[src/rtl/sram_rd_out_stage.sv]
module sram_rd_out_stage #(
  parameter int DW = 32
) (
  input  logic          clk,
  input  logic          rst_n,
  input  logic          reg_out,
  input  logic [1:0]    cmd,
  input  logic [DW-1:0] arr_rdata,
  input  logic          oe,
  input  logic          sleep,
  output logic          q_drive,
  output logic [DW-1:0] q_data
);

  localparam logic [1:0] CMD_RD = 2'b01;
  localparam logic [1:0] CMD_WR = 2'b10;

  logic          s1_rd;
  logic          s2_rd;
  logic [DW-1:0] s2_q;

  always_ff @(posedge clk or negedge rst_n) begin
    if (!rst_n) begin
      s1_rd <= 1'b0;
      s2_rd <= 1'b0;
    end else begin
      s1_rd <= !sleep && (cmd == CMD_RD);
      s2_rd <= !sleep && s1_rd;
    end
  end

  always_ff @(posedge clk) begin
    if (s1_rd) s2_q <= arr_rdata;
  end

  logic          slot_rd;
  logic [DW-1:0] slot_q;

  assign slot_rd = reg_out ? s2_rd : s1_rd;
  assign slot_q  = reg_out ? s2_q  : arr_rdata;
  assign q_drive = slot_rd && oe && !sleep;
  assign q_data  = q_drive ? slot_q : '0;


  flow_lat_chk: assert property (@(posedge clk) disable iff (!rst_n)
    (cmd == CMD_RD && !sleep) ##1 (!reg_out && oe && !sleep)
      |-> (q_drive && q_data == arr_rdata));


  pipe_lat_chk: assert property (@(posedge clk) disable iff (!rst_n)
    (cmd == CMD_RD && !sleep) ##1 !sleep ##1 (reg_out && oe && !sleep)
      |-> (q_drive && q_data == $past(arr_rdata)));


  desel_flow_chk: assert property (@(posedge clk) disable iff (!rst_n)
    (cmd[0] == cmd[1]) ##1 !reg_out |-> (!q_drive && q_data == '0));


  desel_pipe_chk: assert property (@(posedge clk) disable iff (!rst_n)
    (cmd[0] == cmd[1]) ##1 1'b1 ##1 reg_out |-> (!q_drive && q_data == '0));


  wr_quiet_chk: assert property (@(posedge clk) disable iff (!rst_n)
    (cmd == CMD_WR) ##1 1'b1 ##1 reg_out |-> (!q_drive && q_data == '0));


  sleep_drop_chk: assert property (@(posedge clk) disable iff (!rst_n)
    sleep ##1 1'b1 ##1 reg_out |-> !q_drive);

endmodule

[config.mk]
export PLATFORM = sky130hd
export DESIGN_NAME = sram_rd_out_stage
export DESIGN_NICKNAME = d
export VERILOG_FILES = /design/src/rtl/sram_rd_out_stage.sv
export SDC_FILE = /design/constraint.sdc
export NUM_CORES = 1
export LEC_CHECK = 0
export ABC_AREA = 0
export BUFFER_PORTS_ARGS = -buffer_cell sky130_fd_sc_hd__buf_2
export CAP_MARGIN = 20
export CORE_ASPECT_RATIO = 1.2
export CORE_UTILIZATION = 40
export DETAILED_ROUTE_END_ITERATION = 8
export HOLD_SLACK_MARGIN = 0.06
export PLACE_DENSITY = 0.68
export SKIP_LAST_GASP = 1
export SYNTH_ARGS = -nofsm -noshare
export SYNTH_HDL_FRONTEND = slang
export SYNTH_SLANG_ARGS = --single-unit
export TNS_END_PERCENT = 5
[constraint.sdc]
create_clock -name clk -period 2.2 [get_ports clk]
set_input_delay 0.44 -clock clk [delete_from_list [all_inputs] [get_ports clk]]
set_output_delay 0.44 -clock clk [all_outputs]
set_load 0.005 [all_outputs]
==> qor.yml <==
timing:
  fmax_ghz: 0.563
  report.final.slew_viol_count: 0
  slew-limit-headroom: 0.728
  period_minus_slack_ps: 1780
  rsz0062_at_grt: "false"
  hold_viol: 0
  tightest_slew_ps: 407
  fin_tns_setup_ps: 0
  setup_viol: 0
  fin_crit_sh: 0.808
  skew_ps: 6.58
cells_and_area:
  multi_input_area_um2: 674
  fin_util: 0.532
  area_delta_synth_final_pct: 28.4
  diodes: 0
  drive_gt1_frac: 0.605
  layout_commonest_cell: "buf_2"
  final_cell_mix: "buf_2 (71), mux2i_1 (32), edfxtp_1 (32), nor3_2 (29), buf_4 (6)"
  fillerInstances: 369
  seq_area_um2: 1010
  nets: 228
drt:
  final_antenna_net_count: 0
  remaining_drc_errors: 0
  num_vias: 1187
  drt_wl_total_um: 3500
  viasPerCell: 4.83
  drt_iter0_markers: 56
  avgRoutedWirePerCell_um: 14.2
  drt_first_pass_iters: 3
critical_path:
  critPathMostFrequentCell: "buf_2"
  critPathMaxStageDelay_ps: 290
  cp_max_fo: 16
  critical-path-top-delay-family: "buffers and inverters"
  cp-start-kind: "input port"
  crit_chain: "buf_2 -> buf_4 -> mux2i_1 -> nor3_2 -> buf_2"
  cpMaxStageDelayCell: "buf_4"
  critPathKind: "in -> out"
  crit_required_ps: 1760
  path_buf_inv: 3
  endpoint_kind: "output pin"
  arrival_ps: 1340
placement:
  gp_congestion: 0.712
  io_buffers: 71
  dp_hpwl_um: 2580
global_routing:
  first_global_vias: 1136
  antenna_found_initial: 0
  grt_util_all_layers: 0.160
  grt_max_degree: 34
  grt_pass1_wl_um: 5570
  grt-ovfl-total: 0
synth:
  synthCells: 114
  ys_warn_count: 0
  yosysSeqAreaShare: 0.573
  syn_nets: 153
  syn_area_per_cell_um2: 15.5
  synthesis.area_um2: 1770
  synth_cell_types: 15
  ys_ff_latch: 34
floorplan:
  io-pin-count: 72
  core_um2: 4260
  die_y_um: 74.8
  fp.dieArea_um2: 4680
  rows: 26
  die_width_um: 62.6
  initial_core_util: 0.414
power:
  peakVddDrop_mv: 0.430
  p_leak_nw: 0.958
  power_density_nw_per_um2: 584
cts:
  clkLatencyLatePin_ps: 280
  cts_root_buf: "clkbuf_8"
  numCtsBuffers: 5
  cts_tree: "done"
  cts.sinks: 34
  cts_setup_buffers: 0
  cts.clk_slew.worst_paths_ps: 70
  h-tree-depth: 2
  clk_path_buf_depth: 2
flow_run:
  cap_violations: 0
run_status:
  outcome: "finished, final reports clean"
worst_hold_path:
  min_path_type: "in -> reg"
-- synthesized netlist by cell type, drive strengths merged --
cell type | count | area share
clkbuf | 2 | 0.0085
dfrtp | 2 | 0.028
edfxtp | 32 | 0.54
buf | 9 | 0.038
nand2b | 1 | 0.0035
nor2b | 1 | 0.0035
nor3b | 1 | 0.0043
mux2i | 33 | 0.19
nor2 | 1 | 0.0021
nor3 | 32 | 0.17
-- path summary, 6_finish.rpt --
kind / from / slack [ps] / endpoint / cells past startpoint
max: reg_out / 420 / q_data[28] / 5
min: cmd[1] / 320 / s1_rd / 2
max reg2reg: s1_rd / 1070 / s2_q[8] / 1
min reg2reg: s1_rd / 890 / s2_q[23] / 1
max in group asynchronous: rst_n / 1630 / s2_rd / 2
min in group asynchronous: rst_n / 480 / s1_rd / 2
-- power breakdown --
| group | internal, mW | switching (mW) | leakage, nW | total (mW) |
|---|---|---|---|---|
| clock | 0.217 | 0.213 | 0.0426 | 0.431 |
| combinational | 0.0699 | 0.0892 | 0.594 | 0.159 |
| sequential | 0.730 | 0.00537 | 0.321 | 0.735 |
-- routing by layer --
layer	routed length [um]	vias up	GRT usage
met2	1780	44	0.269
met4	63	0	0.0775
met3	169	6	0.0424
met1	1490	551	0.192
met5	0	-	0
li1	-	586	-
-- flip-flops by register name (all words and copies together) (netlist names) --
signal	flops
s2_rd	1
s2_q	32
s1_rd	1
-- area by class of cell --
cell class,count,area share
clock buffer,6,0.0320
clock inverter,2,0.00386
tap,56,0.0309
timing repair buffer,79,0.190
multi-input combinational,69,0.297
sequential,34,0.446
-- through the flow --
| stage | cells | cell area, um^2 | hold WS (ps) | power [mW] | setup WS [ps] |
|---|---|---|---|---|---|
| after floorplan | 114 | 1770 | 144 | 0.845 | 183 |
| after global placement | 237 | 2180 | 225 | 0.902 | 447 |
| after detailed placement | 237 | 2180 | 227 | 0.909 | 422 |
| after CTS | 246 | 2270 | 309 | 1.34 | 420 |
| after global routing | 246 | 2270 | 316 | 1.37 | 330 |
| final | 246 | 2270 | 316 | 1.32 | 422 |
-- cell families after synthesis --
group	Yosys count	share of synthesized area
DFF	34	0.573
and+or+nand+nor	36	0.186
buffers and inverters	11	0.0468
muxes	33	0.194
-- timing repair --
action	4_1_cts	5_1_grt
hold buffers	1	0
endpoints found under the hold margin	2	0
resized for setup	0	0
(Power assumes the default switching activity.)
